--- config.mk ---
export PLATFORM = sky130hd
export DESIGN_NAME = lcd_data_packer
export DESIGN_NICKNAME = d
export VERILOG_FILES = /design/src/rtl/lcd_pack_pkg.sv /design/src/rtl/lcd_cfg_check.sv /design/src/rtl/lcd_bit_accum.sv /design/src/rtl/lcd_data_packer.sv
export SDC_FILE = /design/constraint.sdc
export NUM_CORES = 1
export LEC_CHECK = 0
export ABC_AREA = 1
export BUFFER_PORTS_ARGS = -buffer_cell sky130_fd_sc_hd__buf_2
export CAP_MARGIN = 40
export CELL_PAD_IN_SITES_DETAIL_PLACEMENT = 1
export CELL_PAD_IN_SITES_GLOBAL_PLACEMENT = 2
export CORE_AREA = 2 2 179 181
export CTS_CLUSTER_SIZE = 8
export DETAILED_ROUTE_END_ITERATION = 16
export DIE_AREA = 0 0 181 183
export GPL_TIMING_DRIVEN = 0
export PLACE_DENSITY_LB_ADDON = 0.1
export SETUP_SLACK_MARGIN = 0.5
export SKIP_LAST_GASP = 1
export SYNTH_ARGS = -nofsm -noshare
export SYNTH_HDL_FRONTEND = slang
export SYNTH_HIERARCHICAL = 1
export SYNTH_SLANG_ARGS = --single-unit
--- constraint.sdc ---
create_clock -name clk -period 4 [get_ports clk]
set_input_delay 0.8 -clock clk [delete_from_list [all_inputs] [get_ports clk]]
set_output_delay 0.8 -clock clk [all_outputs]
set_load 0.03 [all_outputs]
--- src/rtl/lcd_pack_pkg.sv ---
package lcd_pack_pkg;

   typedef enum logic [1:0] {
      DISP_TFT       = 2'd0,
      DISP_STN_MONO  = 2'd1,
      DISP_STN_COLOR = 2'd2,
      DISP_RSVD      = 2'd3
   } disp_e;

   typedef enum logic [1:0] {
      BUS_4    = 2'd0,
      BUS_8    = 2'd1,
      BUS_16   = 2'd2,
      BUS_RSVD = 2'd3
   } bus_e;

   // Configuration combinations the packer refuses to run.
   function automatic logic cfg_illegal(input disp_e dt, input logic dual, input bus_e bw);
      logic bad;
      bad = 1'b0;
      if (dt == DISP_RSVD)                 bad = 1'b1;
      if (dt == DISP_TFT && dual)          bad = 1'b1;
      if (dt != DISP_TFT) begin
         if (bw == BUS_RSVD)               bad = 1'b1;
         if (bw == BUS_4 && dual)          bad = 1'b1;
         if (bw == BUS_16 && !dual)        bad = 1'b1;
      end
      return bad;
   endfunction

endpackage

--- src/rtl/lcd_cfg_check.sv ---
module lcd_cfg_check
   import lcd_pack_pkg::*;
#(
   parameter int CNTW = 5
) (
   input  logic            clk,
   input  logic            rst_n,
   input  logic            enable,
   input  logic [1:0]      dtype,
   input  logic            dual,
   input  logic [1:0]      width,
   output logic            illegal,
   output logic            err,
   output logic            is_tft,
   output logic [1:0]      bits_per_xfer,
   output logic [CNTW-1:0] half_w
);

   logic [CNTW-1:0] full_w;

   always_comb begin
      illegal = cfg_illegal(disp_e'(dtype), dual, bus_e'(width));
      is_tft  = (disp_e'(dtype) == DISP_TFT);
      bits_per_xfer = (disp_e'(dtype) == DISP_STN_MONO) ? 2'd1 : 2'd3;
      case (bus_e'(width))
         BUS_4:   full_w = CNTW'(4);
         BUS_8:   full_w = CNTW'(8);
         default: full_w = CNTW'(16);
      endcase
      half_w = dual ? (full_w >> 1) : full_w;
   end

   // Sticky while enabled; the disabled window is where reconfiguration happens.
   always_ff @(posedge clk) begin
      if (!rst_n)       err <= 1'b0;
      else if (!enable) err <= 1'b0;
      else              err <= err | illegal;
   end

endmodule

--- src/rtl/lcd_bit_accum.sv ---
module lcd_bit_accum #(
   parameter int MAXW = 16,
   localparam int BW   = MAXW + 2,
   localparam int CNTW = $clog2(BW + 1)
) (
   input  logic            clk,
   input  logic            rst_n,
   input  logic            clear,
   input  logic            push,
   input  logic [1:0]      nbits,
   input  logic [2:0]      bits,
   input  logic [CNTW-1:0] hw,
   output logic            full,
   output logic [MAXW-1:0] word
);

   // Pending bits are kept left-aligned: the oldest bit sits at BW-1.
   logic [BW-1:0]   pbuf, ext, nbuf, rem;
   logic [CNTW-1:0] cnt, ncnt, shamt;
   logic [2:0]      masked;

   always_comb begin
      masked = (nbits == 2'd1) ? {2'b00, bits[0]} : bits;
      shamt  = CNTW'(BW) - cnt - CNTW'(nbits);
      ext    = BW'(masked) << shamt;
      nbuf   = pbuf | ext;
      ncnt   = cnt + CNTW'(nbits);
      full   = push && (ncnt >= hw);
      word   = MAXW'(nbuf >> (CNTW'(BW) - hw));
      rem    = nbuf << hw;
   end

   always_ff @(posedge clk) begin
      if (!rst_n || clear) begin
         pbuf <= '0;
         cnt  <= '0;
      end else if (push) begin
         if (full) begin
            pbuf <= rem;
            cnt  <= ncnt - hw;
         end else begin
            pbuf <= nbuf;
            cnt  <= ncnt;
         end
      end
   end

endmodule

--- src/rtl/lcd_data_packer.sv ---
module lcd_data_packer #(
   parameter int DW     = 24,
   parameter int CDEPTH = 8,
   parameter int MAXW   = 16,
   parameter int LANES  = 2
) (
   input  logic          clk,
   input  logic          rst_n,
   input  logic          enable,
   input  logic [1:0]    cfg_dtype,
   input  logic          cfg_dual,
   input  logic [1:0]    cfg_width,
   input  logic          up_valid,
   output logic          up_ready,
   input  logic [DW-1:0] up_data,
   input  logic          lo_valid,
   output logic          lo_ready,
   input  logic [2:0]    lo_data,
   output logic [DW-1:0] out_data,
   output logic          out_valid,
   output logic          cfg_err
);

   localparam int BW   = MAXW + 2;
   localparam int CNTW = $clog2(BW + 1);

   if (DW != 3 * CDEPTH) begin : g_bad_dw
      $error("packer: bus width must hold three colour channels");
   end
   if (MAXW != 16 || MAXW > DW) begin : g_bad_maxw
      $error("packer: STN width limit must be 16 and fit the bus");
   end
   if (LANES != 2) begin : g_bad_lanes
      $error("packer: exactly two panel lanes are supported");
   end

   logic            illegal, is_tft;
   logic [1:0]      nbits;
   logic [CNTW-1:0] hw;
   logic            go, fire, word_done;
   logic [DW-1:0]   stn_word;
   logic [2:0]      lane_bits [LANES];
   logic            lane_push [LANES];
   logic            lane_full [LANES];
   logic [MAXW-1:0] lane_word [LANES];

   lcd_cfg_check #(.CNTW(CNTW)) i_cfg (
      .clk          (clk),
      .rst_n        (rst_n),
      .enable       (enable),
      .dtype        (cfg_dtype),
      .dual         (cfg_dual),
      .width        (cfg_width),
      .illegal      (illegal),
      .err          (cfg_err),
      .is_tft       (is_tft),
      .bits_per_xfer(nbits),
      .half_w       (hw)
   );

   assign go       = enable && !illegal && !cfg_err;
   assign up_ready = go && (!cfg_dual || lo_valid);
   assign lo_ready = go && cfg_dual && up_valid;
   assign fire     = go && up_valid && (!cfg_dual || lo_valid);

   assign lane_bits[0] = up_data[2:0];
   assign lane_bits[1] = lo_data;
   assign lane_push[0] = fire && !is_tft;
   assign lane_push[1] = fire && !is_tft && cfg_dual;

   for (genvar g = 0; g < LANES; g++) begin : g_lane
      lcd_bit_accum #(.MAXW(MAXW)) i_acc (
         .clk  (clk),
         .rst_n(rst_n),
         .clear(!enable),
         .push (lane_push[g]),
         .nbits(nbits),
         .bits (lane_bits[g]),
         .hw   (hw),
         .full (lane_full[g]),
         .word (lane_word[g])
      );
   end

   // Upper panel in the low half, lower panel shifted above it.
   always_comb begin
      stn_word = DW'(lane_word[0]);
      if (cfg_dual) stn_word = stn_word | (DW'(lane_word[1]) << hw);
   end

   assign word_done = fire && (is_tft || lane_full[0]);

   always_ff @(posedge clk) begin
      if (!rst_n) begin
         out_valid <= 1'b0;
         out_data  <= '0;
      end else begin
         out_valid <= word_done;
         if (word_done) out_data <= is_tft ? up_data : stn_word;
      end
   end

endmodule

==> summary.log, run 1 <==
INFO  outcome        status=finished, final reports clean
INFO  layout         diodes=0
INFO  sta            timing.final.crit_share=0.900
INFO  placed_design  place_inst=2030
INFO  worst_setup_path timing.setup.critical_path_class=in -> reg
INFO  yosys          yosys.cell_types.count=56
INFO  worst_setup_path cp.depth=26
INFO  detailed_routing route.antenna.remaining_nets=0
INFO  worst_setup_path crit_fanout=8
INFO  detailed_routing post_drt_via_cell_ratio=5.43
INFO  worst_setup_path reg2reg_depth=22
INFO  cts            hold_buffers=0
INFO  detailed_routing first_iter_violations=809
INFO  yosys          ffs_w_async_s_r_synth=0
INFO  cts            clk_pin_slew_worst_paths=60ps
INFO  sta            final-setup-viol-count=0
INFO  floorplan      die_h=183microns
INFO  yosys          post-synth-top-area-fraction=0.180
INFO  detailed_routing post_drt_wl_per_cell=20.3microns
INFO  flow_run       cap_viol_max_count=0
INFO  worst_setup_path timing.critical_path.required=4310ps
INFO  worst_setup_path crit_slowest_cell=sky130_fd_sc_hd__fa_2
INFO  global_routing initial_antenna_violation_count=0
INFO  yosys          postSynthRegisterBits=72
INFO  worst_setup_path critical_path_arrival=3910ps
INFO  floorplan      number_of_placement_rows=65
INFO  sta            drv_slew=0
INFO  yosys          synth-edff-count=0
INFO  layout         multi_input_area=0.00754sqmm
INFO  floorplan      starting_utilization_of_the_core_area=0.285
INFO  sta            timing_limited_maximum_frequency=278MHz
INFO  placed_design  placed_area=0.00980sqmm
INFO  layout         total_area_of_sequential_cells=0.00144sqmm
INFO  placed_design  gpl.final_weighted_congestion=0.906
INFO  global_routing gr-usage-all-layers=0.255
INFO  sta            min_period=3600ps
INFO  yosys          syn-instance-count=1563
INFO  layout         synthToLayoutAreaGrowth=31.8%
INFO  layout         finalNetCount=1762
INFO  worst_setup_path worst_path_bufs_invs=7
INFO  floorplan      die_area=0.0331sqmm
INFO  floorplan      core_area=0.0312sqmm
INFO  layout         stdcell_count=2104
INFO  detailed_routing routed-via-count=11400
INFO  floorplan      die_width=181microns
INFO  cts            clock_tree.root_cell=sky130_fd_sc_hd__clkbuf_16
INFO  yosys          synth.area.top_cells=sky130_fd_sc_hd__nand3_1 (18%), sky130_fd_sc_hd__dfxtp_1 (16%), sky130_fd_sc_hd__nand2_1 (16%)
INFO  cts            htreeDepth=3
INFO  worst_setup_path critPathMaxStageDelay=390ps
INFO  sta            rsz0062_at_grt=yes
INFO  global_routing grt_overflow=0
INFO  yosys          synth_top_cell_by_area=sky130_fd_sc_hd__nand3_1
INFO  yosys          synth_ff_type=sky130_fd_sc_hd__dfxtp_1
INFO  global_routing grt_max_degree=14
INFO  power          p_leak=5.37nW
INFO  detailed_routing drt-pass1-iter-count=5
INFO  worst_setup_path critical_path.startpoint_type=primary input
INFO  yosys          syn_area_per_cell=5.70squm
INFO  sta            final-hold-violation-count=0
INFO  placed_design  portBuffers=64
INFO  worst_setup_path cpLargestDelayFamily=simple AND/OR/NAND/NOR gates
INFO  sta            tightest_slew=679ps
INFO  sta            worst_clock_skew=9.39ps
INFO  yosys          ys_warn_count=6
INFO  cts            cts_tree=built
INFO  cts            clock_latency=370ps
INFO  detailed_routing detail_route.drc_violations=0
INFO  yosys          proportion_of_synthesized_chip_area_in_sequential_cells=0.162
INFO  cts            cts_buffers=9
INFO  floorplan      boundaryPins=65
INFO  worst_setup_path endpoint_kind=flip-flop
INFO  placed_design  place_worst_setup_slack=-988ps
INFO  sta            timing.slew.headroom=0.547
INFO  global_routing via_count_of_the_first_global_routing_pass=11400
INFO  yosys          syn_area=0.00891sqmm
INFO  power          power_density=263mW/mm^2
INFO  layout         drive_above_1_share=0.294
INFO  layout         final_cell_area=0.0117sqmm
INFO  yosys          synth_nets=1628
INFO  cts            cts.path.max_buffers=2
INFO  worst_hold_path hold_path.class=reg -> reg
INFO  global_routing wire_length_of_the_first_global_routing_pass=65.7mm
INFO  worst_hold_path hold_path_depth=2
INFO  yosys          most_frequent_cells_after_synthesis=sky130_fd_sc_hd__nand2_1 (381), sky130_fd_sc_hd__nand3_1 (320), sky130_fd_sc_hd__inv_1 (137)
INFO  detailed_routing routed_wirelength=42.8mm
INFO  placed_design  dp_hpwl=33.4mm
INFO  layout         num-fill-cells=4130
INFO  yosys          yosysMostFrequentCell=sky130_fd_sc_hd__nand2_1
INFO  sta            final.setup.worst_slack=401ps
INFO  cts            clock-sinks=72
INFO  power          power.ir.vdd_worst=0.000211V
## logic make-up after synthesis
family	after synthesis	share of synthesized area
flip-flops	72	0.162
buffers and inverters	241	0.113
AO/OA/AOI/OAI	306	0.193
other	2	0.000843
XOR/XNOR	19	0.0216
adder cells (fa/ha/maj)	28	0.0444
AND/OR/NAND/NOR	895	0.465
## report_power, final
part | leakage (nW) | switching, W | total, W | internal (W)
clock network | 0.156 | 0.000389 | 0.000936 | 0.000548
logic | 4.63 | 0.000953 | 0.00142 | 0.000466
registers | 0.581 | 0.00000623 | 0.000734 | 0.000728
## sequential cells by signal (all words and copies together) (netlist names)
name / flops
out_data: 24
g_lane.i_acc/cnt: 10
i_cfg/err: 1
out_valid: 1
g_lane.i_acc/pbuf: 36
## worst reg2reg max path, cell delays in order, from the launching register on
cell and delay, ps:
sky130_fd_sc_hd__dfxtp_1 390, sky130_fd_sc_hd__inv_1 110, sky130_fd_sc_hd__ha_4 180, sky130_fd_sc_hd__inv_2 50, sky130_fd_sc_hd__fa_2 450, sky130_fd_sc_hd__buf_8 170, sky130_fd_sc_hd__inv_8 80, sky130_fd_sc_hd__nand3_1 90
sky130_fd_sc_hd__nand2_2 160, sky130_fd_sc_hd__nand2_4 80, sky130_fd_sc_hd__nand3_4 80, sky130_fd_sc_hd__o21ai_4 90, sky130_fd_sc_hd__o21ai_2 210, sky130_fd_sc_hd__o21ai_2 110, sky130_fd_sc_hd__o22ai_2 220, sky130_fd_sc_hd__nand2_2 130
sky130_fd_sc_hd__nand3_2 120, sky130_fd_sc_hd__nand3_2 100, sky130_fd_sc_hd__nand2_2 110, sky130_fd_sc_hd__nand2_4 60, sky130_fd_sc_hd__a21oi_2 150, sky130_fd_sc_hd__nand2_2 80, sky130_fd_sc_hd__a21oi_2 120
## worst paths after layout
kind	startpoint	to	slack [ps]
worst max-delay path	cfg_dtype[1]	out_data[20]$_SDFFE_PN0P_	400
worst max register to register	g_lane[1].i_acc/cnt[1]$_SDFFE_PP0P_	out_data[20]$_SDFFE_PN0P_	590
worst min register to register	g_lane[1].i_acc/pbuf[16]$_SDFFE_PP0P_	g_lane[1].i_acc/pbuf[16]$_SDFFE_PP0P_	470
worst min-delay path	g_lane[1].i_acc/pbuf[16]$_SDFFE_PP0P_	g_lane[1].i_acc/pbuf[16]$_SDFFE_PP0P_	470
## final cells by class
type	count	share of cell area
Multi-Input combinational cell	1250	0.642
Sequential cell	72	0.123
Timing Repair Buffer	123	0.0696
Inverter	162	0.0573
Tap cell	402	0.0428
Buffer	79	0.0385
Clock buffer	9	0.0192
Clock inverter	7	0.00810
## routing by layer
metal	share of wire	up-vias	global-route usage	routed length (microns)
met5	0	-	0	0
met4	0.024	0	0.0728	1030
met3	0.035	62	0.0280	1480
met2	0.49	239	0.445	20800
met1	0.45	5581	0.333	19500
li1	-	5533	-	-
## layout by cell type, fill, tap and decap left out, types with 14 or more instances in the layout
master,instances
sky130_fd_sc_hd__o21ai_0,69
sky130_fd_sc_hd__o21ai_2,27
sky130_fd_sc_hd__nand2_2,64
sky130_fd_sc_hd__nor2_1,76
sky130_fd_sc_hd__nand2_4,15
sky130_fd_sc_hd__o211ai_1,25
sky130_fd_sc_hd__nor2_2,22
sky130_fd_sc_hd__buf_4,64
sky130_fd_sc_hd__dfxtp_1,72
sky130_fd_sc_hd__nor2_4,14
sky130_fd_sc_hd__nand3_1,259
sky130_fd_sc_hd__o21ai_1,32
sky130_fd_sc_hd__ha_1,17
sky130_fd_sc_hd__buf_2,82
sky130_fd_sc_hd__nand2_1,319
sky130_fd_sc_hd__inv_1,126
sky130_fd_sc_hd__nand3_2,68
sky130_fd_sc_hd__inv_2,19
sky130_fd_sc_hd__a21oi_1,96
sky130_fd_sc_hd__clkbuf_1,26
## timing repair
action,in CTS,in global routing
pin swaps,52,80
cloned,0,1
resized for setup,157,175
endpoints found under the setup margin,71,61
setup buffers,35,22
## metrics by stage
step                TNS, ps  power, W  hold WS, ps  utilization
finish                    0   0.00309          470        0.376
global route              0   0.00328          493        0.376
CTS                       0   0.00296          476        0.350
detailed placement   -41750   0.00185          461        0.314
global placement     -68930   0.00185          456        0.313
floorplan                 0   0.00153          444            -
Power figures use the tool's default switching activity.
==> run 2, diff against run 1 <==
- ABC_AREA: 1 -> unset
- CORE_AREA: 2 2 179 181 -> 2 2 167 169
- DIE_AREA: 0 0 181 183 -> 0 0 169 171
==> run 2 against run 1 <==
The run now ends with setup timing left. Via count decreased by 5.0%. Sequential power about the same. Final area increased by 17%. Sequential share of layout area decreased by 1.7 points. Combinational power increased by 15%. Non-clock buffer count increased by 116. Cell count decreased by 17%. Largest cell class unchanged.
==> summary.log, run 2 <==
INFO  detailed_routing routed-via-count=10800
INFO  floorplan      die_width=169microns
INFO  detailed_routing post_drt_wl_per_cell=25.1microns
INFO  global_routing initial_antenna_violation_count=0
INFO  floorplan      die_area=0.0289sqmm
INFO  floorplan      number_of_placement_rows=61
INFO  yosys          ffs_w_async_s_r_synth=0
INFO  worst_setup_path crit_start=cfg_dtype[1]
INFO  cts            htreeDepth=3
INFO  layout         final_common_cell=sky130_fd_sc_hd__buf_4
INFO  placed_design  gpl.final_weighted_congestion=0.896
INFO  layout         flip_flop_count_of_the_largest_register_all_copies_and_words_added=36
INFO  layout         biggestRegsByFlops=g_lane.i_acc/pbuf: 36 flops, out_data: 24 flops, g_lane.i_acc/cnt: 10 flops
INFO  worst_setup_path timing.critical_path.required=4210ps
INFO  yosys          syn_area=0.00913sqmm
INFO  layout         top_register_by_number_of_flip_flops=g_lane.i_acc/pbuf
INFO  cts            cts_tree=built
INFO  layout         final_cell_area=0.0137sqmm
INFO  sta            timing_limited_maximum_frequency=217MHz
INFO  detailed_routing drt-pass1-iter-count=5
INFO  yosys          synth_top_cell_by_area=sky130_fd_sc_hd__dfxtp_1
INFO  global_routing gr-usage-all-layers=0.284
INFO  worst_setup_path critPathMaxStageDelay=480ps
INFO  worst_setup_path crit_fanout=8
INFO  yosys          post-synth-top-area-fraction=0.158
INFO  sta            worst_clock_skew=11.2ps
INFO  cts            clock_latency=360ps
INFO  yosys          syn_area_per_cell=7.87squm
INFO  worst_setup_path timing.setup.critical_path_class=in -> reg
INFO  global_routing grt_max_degree=17
INFO  cts            cts_buffers=9
INFO  worst_setup_path crit_slowest_cell=sky130_fd_sc_hd__o32ai_4
INFO  worst_setup_path critical_path_arrival=4820ps
INFO  sta            final-setup-viol-count=33
INFO  layout         finalNetCount=1464
INFO  detailed_routing post_drt_via_cell_ratio=6.19
INFO  flow_run       cap_viol_max_count=0
INFO  worst_hold_path hold_path.class=reg -> reg
INFO  worst_setup_path worst_path_bufs_invs=5
INFO  cts            clock-sinks=72
INFO  layout         num-fill-cells=3175
INFO  yosys          yosysMostFrequentCell=sky130_fd_sc_hd__nor2_1
INFO  detailed_routing route.antenna.remaining_nets=0
INFO  detailed_routing highest_layer=met4
INFO  placed_design  placed_area=0.0102sqmm
INFO  yosys          most_frequent_cells_after_synthesis=sky130_fd_sc_hd__nor2_1 (105), sky130_fd_sc_hd__nand2_1 (88), sky130_fd_sc_hd__a21oi_1 (83)
INFO  yosys          ys_warn_count=6
INFO  power          power.ir.vdd_worst=0.000168V
INFO  cts            clk_pin_slew_worst_paths=70ps
INFO  floorplan      starting_utilization_of_the_core_area=0.334
INFO  sta            drv_slew=0
INFO  detailed_routing met2RoutedLength=21.9mm
INFO  yosys          synth.area.top_cells=sky130_fd_sc_hd__dfxtp_1 (16%), sky130_fd_sc_hd__mux2i_1 (7.0%), sky130_fd_sc_hd__mux4_2 (6.7%)
INFO  layout         most-common-layout-cells=sky130_fd_sc_hd__buf_4 (127), sky130_fd_sc_hd__nor2_1 (94), sky130_fd_sc_hd__nand2_1 (78)
INFO  worst_setup_path cpLargestDelayFamily=compound AO/OA/AOI/OAI gates
INFO  floorplan      core_area=0.0273sqmm
INFO  sta            rsz0062_at_grt=yes
INFO  detailed_routing detail_route.drc_violations=0
INFO  sta            final-hold-violation-count=0
INFO  global_routing wire_length_of_the_first_global_routing_pass=63.9mm
INFO  outcome        violations=setup timing
INFO  sta            timing.slew.headroom=0.398
INFO  yosys          proportion_of_synthesized_chip_area_in_sequential_cells=0.158
INFO  placed_design  dp_hpwl=30.1mm
INFO  layout         final_core_utilization=0.501
INFO  sta            timing.final.crit_share=1.15
INFO  floorplan      boundaryPins=65
INFO  yosys          synth_ff_type=sky130_fd_sc_hd__dfxtp_1
INFO  layout         synthToLayoutAreaGrowth=49.8%
INFO  worst_setup_path critical_path.startpoint_type=primary input
INFO  power          power_density=235mW/mm^2
INFO  worst_setup_path crit-reg2reg-launch=g_lane[1].i_acc/cnt[0]$_SDFFE_PP0P_
INFO  detailed_routing routed_wirelength=43.9mm
INFO  global_routing grt_overflow=0
INFO  floorplan      die_h=171microns
INFO  sta            final.setup.worst_slack=-615ps
INFO  sta            tightest_slew=899ps
INFO  global_routing via_count_of_the_first_global_routing_pass=10600
INFO  yosys          syn-instance-count=1160
INFO  yosys          postSynthRegisterBits=72
INFO  power          total_power=0.00321W
INFO  cts            clock_tree.root_cell=sky130_fd_sc_hd__clkbuf_16
INFO  yosys          synth_nets=1225
INFO  placed_design  portBuffers=63
INFO  outcome        status=finished, violations left
INFO  worst_setup_path path_cells=buf_8 -> or2b_4 -> inv_2 -> ha_4 -> inv_2 -> fa_2 -> buf_12 -> nand2_1 -> nor3_4 -> o32ai_4 -> mux2i_1 -> mux2_2 -> a21oi_2 -> buf_4 -> nor2_1 -> mux2i_1 -> mux2i_2 -> and2_1 -> a2111oi_2 -> o32ai_1
INFO  layout         drive_above_1_share=0.446
INFO  detailed_routing detailroute.wirelength.met3=1.72mm
INFO  detailed_routing wl_met1=18.3mm
INFO  worst_hold_path hold_path_startpoint=out_data[0]$_SDFFE_PN0P_
INFO  yosys          synth-edff-count=0
INFO  layout         diodes=0
INFO  yosys          yosys.cell_types.count=104
INFO  sta            timing.hold.ws=448ps
INFO  power          p_leak=5.04nW
INFO  worst_setup_path endpoint_kind=flip-flop
INFO  sta            min_period=4620ps
INFO  detailed_routing first_iter_violations=918
INFO  cts            cts.path.max_buffers=2
==> run 2: cell types whose count changed after synthesis, moves of 23 or more <==
cell                       delta
sky130_fd_sc_hd__mux2_2      +42
sky130_fd_sc_hd__a21oi_1     -23
sky130_fd_sc_hd__inv_1       -98
sky130_fd_sc_hd__nand2_1    -293
sky130_fd_sc_hd__clkbuf_1    +27
sky130_fd_sc_hd__nor3_1      +25
sky130_fd_sc_hd__o21ai_1     -27
sky130_fd_sc_hd__mux4_2      +27
sky130_fd_sc_hd__mux2i_1     +64
sky130_fd_sc_hd__nand3_1    -293
==> run 2: per-stage QoR <==
| stage | TNS (ps) | cells | worst slack [ps] |
|---|---|---|---|
| after floorplan | -5320 | 1160 | -376 |
| after global placement | -50910 | 1569 | -1660 |
| after detailed placement | -51210 | 1570 | -1690 |
| final | -13380 | 1750 | -615 |
| after global routing | -17350 | 1750 | -793 |
| after CTS | -11000 | 1671 | -558 |
==> run 2: report_power, final <==
group          total, W  internal (W)  switching, W
sequential     0.000734      0.000725    0.00000870
combinational   0.00164      0.000693      0.000944
clock          0.000839      0.000434      0.000404
==> run 2: layer usage <==
layer | GRT usage | up-vias
li1 | - | 4940
met1 | 0.364 | 5454
met2 | 0.504 | 336
met3 | 0.0271 | 110
met4 | 0.0899 | 0
met5 | 0 | -
==> run 2: final timing paths <==
path                                                  end  slack [ps]  cells past startpoint
worst min-delay path             out_data[0]$_SDFFE_PN0P_         450                      2
worst max-delay path            out_data[16]$_SDFFE_PN0P_        -620                     20
worst min register to register   out_data[0]$_SDFFE_PN0P_         450                      2
worst max register to register  out_data[16]$_SDFFE_PN0P_        -410                     16
==> run 2: kinds of logic (layout without fill, tap and decap cells) <==
group / Yosys count / count (layout) / synth area share
xor gates and xnor gates: 27 / 27 / 0.0259
buffers and inverters: 136 / 379 / 0.0630
AOI/OAI and AO/OA: 405 / 406 / 0.314
DFF: 72 / 72 / 0.158
other: 2 / 2 / 0.000822
adders and majority gates: 28 / 28 / 0.0433
muxes: 143 / 143 / 0.212
and+or+nand+nor: 347 / 347 / 0.183
==> run 2: final cells by class <==
class | instances | area, sq um | share of cell area
Timing Repair Buffer | 227 | 1800 | 0.132
Sequential cell | 72 | 1440 | 0.105
Multi-Input combinational cell | 953 | 8990 | 0.657
Tap cell | 346 | 433 | 0.0316
Clock inverter | 7 | 62.6 | 0.00457
Buffer | 91 | 546 | 0.0399
Inverter | 45 | 184 | 0.0134
Clock buffer | 9 | 225 | 0.0165
==> run 2: what timing repair did <==
action | CTS | global route
pin swaps | 55 | 95
buffers inserted | 85 | 75
resized for setup | 218 | 168
endpoints found under the hold margin | 0 | 0
setup endpoints to repair | 70 | 71
cloned | 0 | 4
hold buffers | 0 | 0
==> run 2: worst min-delay path: stages, from the launching register on <==
cell                      delay (ps)
sky130_fd_sc_hd__dfxtp_1         310
sky130_fd_sc_hd__nand2_1          50
sky130_fd_sc_hd__a21oi_1          50
==> run 3, diff against run 2 <==
- CORE_AREA: 2 2 167 169 -> 2 2 145 147
- DIE_AREA: 0 0 169 171 -> 0 0 147 149
- PLACE_DENSITY: unset -> 0.74
- PLACE_DENSITY_LB_ADDON: 0.1 -> unset
- SYNTH_HIERARCHICAL: 1 -> unset
==> run 3 against run 2 <==
The run now ends clean. Global-route usage rose by 0.85 points. Worst hold slack got worse by 4.3 ps. Critical path depth fell by 5. Clock skew fell by 2.0 ps. Critical path type unchanged. Largest cell class unchanged.
==> summary.log, run 3 <==
INFO  outcome        status=finished, final reports clean
INFO  sta            final-setup-viol-count=0
INFO  detailed_routing detail_route.drc_violations=0
INFO  sta            drv_slew=0
INFO  worst_hold_path min_delay_worst_endpoint=out_data[0]$_SDFFE_PN0P_
INFO  yosys          synth_ff_type=sky130_fd_sc_hd__dfxtp_1
INFO  layout         most-common-layout-cells=sky130_fd_sc_hd__nand2_1 (101), sky130_fd_sc_hd__a21oi_1 (72), sky130_fd_sc_hd__dfxtp_1 (72)
INFO  global_routing grt_overflow=0
INFO  yosys          syn_area=0.00638sqmm
INFO  yosys          proportion_of_synthesized_chip_area_in_sequential_cells=0.226
INFO  worst_setup_path timing.critical_path.required=4230ps
INFO  yosys          synth_top_cell_by_area=sky130_fd_sc_hd__dfxtp_1
INFO  worst_setup_path regToRegEndpoint=out_data[5]$_SDFFE_PN0P_
INFO  global_routing grt_max_degree=15
INFO  detailed_routing post_drt_via_cell_ratio=6.13
INFO  floorplan      die_width=147microns
INFO  yosys          yosysMostFrequentCell=sky130_fd_sc_hd__nand2_1
INFO  global_routing gr-usage-all-layers=0.293
INFO  placed_design  dp_hpwl=23.7mm
INFO  floorplan      number_of_placement_rows=53
INFO  yosys          syn-instance-count=857
INFO  cts            htreeDepth=3
INFO  yosys          post-synth-top-area-fraction=0.226
INFO  layout         biggestRegsByFlops=g_lane.i_acc.pbuf: 36 flops, out_data: 24 flops, g_lane.i_acc.cnt: 10 flops
INFO  worst_hold_path hold_path_depth=2
INFO  cts            clock_tree.root_cell=sky130_fd_sc_hd__clkbuf_16
INFO  detailed_routing route.antenna.remaining_nets=0
INFO  sta            min_period=3490ps
INFO  floorplan      boundaryPins=65
INFO  worst_setup_path timing.setup.critical_path_class=in -> reg
INFO  placed_design  placed_area=0.00722sqmm
INFO  layout         top_register_by_number_of_flip_flops=g_lane.i_acc.pbuf
INFO  floorplan      die_area=0.0219sqmm
INFO  layout         final_cell_area=0.00872sqmm
INFO  power          power.ir.vdd_worst=0.000211V
INFO  sta            final.setup.worst_slack=508ps
INFO  yosys          ys_warn_count=0
INFO  detailed_routing drt-pass1-iter-count=5
INFO  placed_design  place_worst_setup_slack=-1000ps
INFO  global_routing via_count_of_the_first_global_routing_pass=7708
INFO  cts            hold_buffers=0
INFO  layout         total_area_of_sequential_cells=0.00144sqmm
INFO  sta            worst_clock_skew=9.18ps
INFO  layout         num-fill-cells=2509
INFO  cts            cts.path.max_buffers=2
INFO  layout         drive_above_1_share=0.317
INFO  worst_setup_path r2r_slack=600ps
INFO  worst_setup_path critical_path.startpoint_type=primary input
INFO  power          p_leak=3.31nW
INFO  cts            clock-sinks=72
INFO  sta            tightest_slew=888ps
INFO  layout         multi_input_area=0.00518sqmm
INFO  power          power_density=288mW/mm^2
INFO  floorplan      die_h=149microns
INFO  cts            cts_buffers=9
INFO  yosys          postSynthRegisterBits=72
INFO  yosys          syn_area_per_cell=7.44squm
INFO  layout         final_common_cell=sky130_fd_sc_hd__nand2_1
INFO  sta            rsz0062_at_grt=yes
INFO  power          total_power=0.00251W
INFO  yosys          synth-edff-count=0
INFO  detailed_routing first_iter_violations=670
INFO  layout         diodes=0
INFO  sta            timing.final.crit_share=0.873
INFO  floorplan      core_area=0.0206sqmm
INFO  yosys          most_frequent_cells_after_synthesis=sky130_fd_sc_hd__nand2_1 (106), sky130_fd_sc_hd__a21oi_1 (85), sky130_fd_sc_hd__dfxtp_1 (72)
INFO  layout         synthToLayoutAreaGrowth=36.7%
INFO  global_routing initial_antenna_violation_count=0
INFO  sta            timing.slew.headroom=0.408
INFO  detailed_routing routed_wirelength=33.0mm
INFO  placed_design  portBuffers=63
INFO  sta            tns=0ps
INFO  yosys          ffs_w_async_s_r_synth=0
INFO  detailed_routing routed-via-count=7796
INFO  cts            clk_pin_slew_worst_paths=60ps
INFO  sta            final-hold-violation-count=0
INFO  worst_setup_path crit-reg2reg-launch=g_lane[0].i_acc.cnt[0]$_SDFFE_PN0N_
INFO  cts            clock_latency=360ps
INFO  placed_design  gpl.final_weighted_congestion=0.977
INFO  layout         flip_flop_count_of_the_largest_register_all_copies_and_words_added=36
INFO  layout         finalNetCount=1050
INFO  worst_setup_path critical_path_arrival=3720ps
INFO  worst_setup_path endpoint_kind=flip-flop
INFO  detailed_routing post_drt_wl_per_cell=26.0microns
INFO  global_routing wire_length_of_the_first_global_routing_pass=48.5mm
INFO  worst_setup_path crit_fanout=6
INFO  yosys          synth_nets=915
INFO  yosys          synth.area.top_cells=sky130_fd_sc_hd__dfxtp_1 (23%), sky130_fd_sc_hd__a21oi_1 (6.7%), sky130_fd_sc_hd__nand2_1 (6.2%)
INFO  worst_hold_path hold_path.class=reg -> reg
INFO  floorplan      starting_utilization_of_the_core_area=0.310
INFO  sta            timing_limited_maximum_frequency=286MHz
INFO  worst_hold_path hold_path_startpoint=out_data[0]$_SDFFE_PN0P_
INFO  cts            cts_tree=built
INFO  worst_setup_path reg2reg_depth=15
INFO  flow_run       cap_viol_max_count=0
INFO  yosys          yosys.cell_types.count=97
[run 3: kinds of logic (layout without fill, tap and decap cells)]
family	after synthesis	after routing	share of synthesized area
fa+ha+maj	21	21	0.0459
simple gates	300	300	0.231
xor+xnor	14	14	0.0239
compound gates	336	336	0.378
mux	22	22	0.0363
flops	72	72	0.226
buf+inv	92	232	0.0594
[run 3: power by group]
| group | switching [W] | total (W) | internal, W |
|---|---|---|---|
| Sequential | 0.00000663 | 0.000733 | 0.000727 |
| Combinational | 0.000544 | 0.000840 | 0.000296 |
| Clock | 0.000370 | 0.000937 | 0.000567 |
[run 3: routing by layer]
metal,global-route usage,share of wire,vias up
li1,-,-,3529
met1,0.401,0.45,3897
met2,0.459,0.45,308
met3,0.0664,0.066,62
met4,0.0913,0.030,0
met5,0,0,-
[run 3: cell type report]
class,count,share of cell area
multi-input cells,693,0.595
flip-flops and latches,72,0.165
repair buffers,124,0.0937
plain buffers,64,0.0550
well taps,275,0.0395
clock buffers,12,0.0283
inverters,28,0.0145
clock inverters,4,0.00890
[run 3: how the worst max path moves through the flow]
stage	from	endpoint	slack, ps
after floorplan	cfg_dtype[1]	out_data[8]$_SDFFE_PN0P_	500
after global placement	cfg_width[0]	g_lane[0].i_acc.pbuf[15]$_SDFFE_PN0N_	-1010
after detailed placement	cfg_width[0]	g_lane[0].i_acc.pbuf[15]$_SDFFE_PN0N_	-1000
after CTS	cfg_dtype[1]	out_data[17]$_SDFFE_PN0P_	450
after global routing	cfg_dtype[1]	out_data[4]$_SDFFE_PN0P_	440
final	cfg_dtype[1]	out_data[12]$_SDFFE_PN0P_	510
[run 3: through the flow]
step | utilization | instances | hold slack [ps]
after floorplan | - | 857 | 431
after global placement | 0.350 | 1195 | 425
after detailed placement | 0.351 | 1197 | 436
after CTS | 0.392 | 1239 | 451
after global routing | 0.424 | 1272 | 465
final | 0.424 | 1272 | 444
[run 3: repair_timing]
item,4_1_cts,5_1_grt
endpoints found under the hold margin,0,0
setup endpoints to repair,69,60
setup buffers,26,32
gates cloned,0,1
resized for setup,77,102
pin swaps,17,26
[run 3: worst max-delay path: stages]
cell and delay [ps]:
sky130_fd_sc_hd__buf_6 100, sky130_fd_sc_hd__nand2b_4 220, sky130_fd_sc_hd__buf_12 180, sky130_fd_sc_hd__nor2_1 90, sky130_fd_sc_hd__ha_1 150, sky130_fd_sc_hd__inv_1 40
sky130_fd_sc_hd__ha_2 170, sky130_fd_sc_hd__xnor3_2 410, sky130_fd_sc_hd__nor2_8 100, sky130_fd_sc_hd__a31oi_2 380, sky130_fd_sc_hd__mux2i_1 300, sky130_fd_sc_hd__a32oi_1 250
sky130_fd_sc_hd__nor2_1 60, sky130_fd_sc_hd__a21oi_1 340, sky130_fd_sc_hd__a21oi_1 120
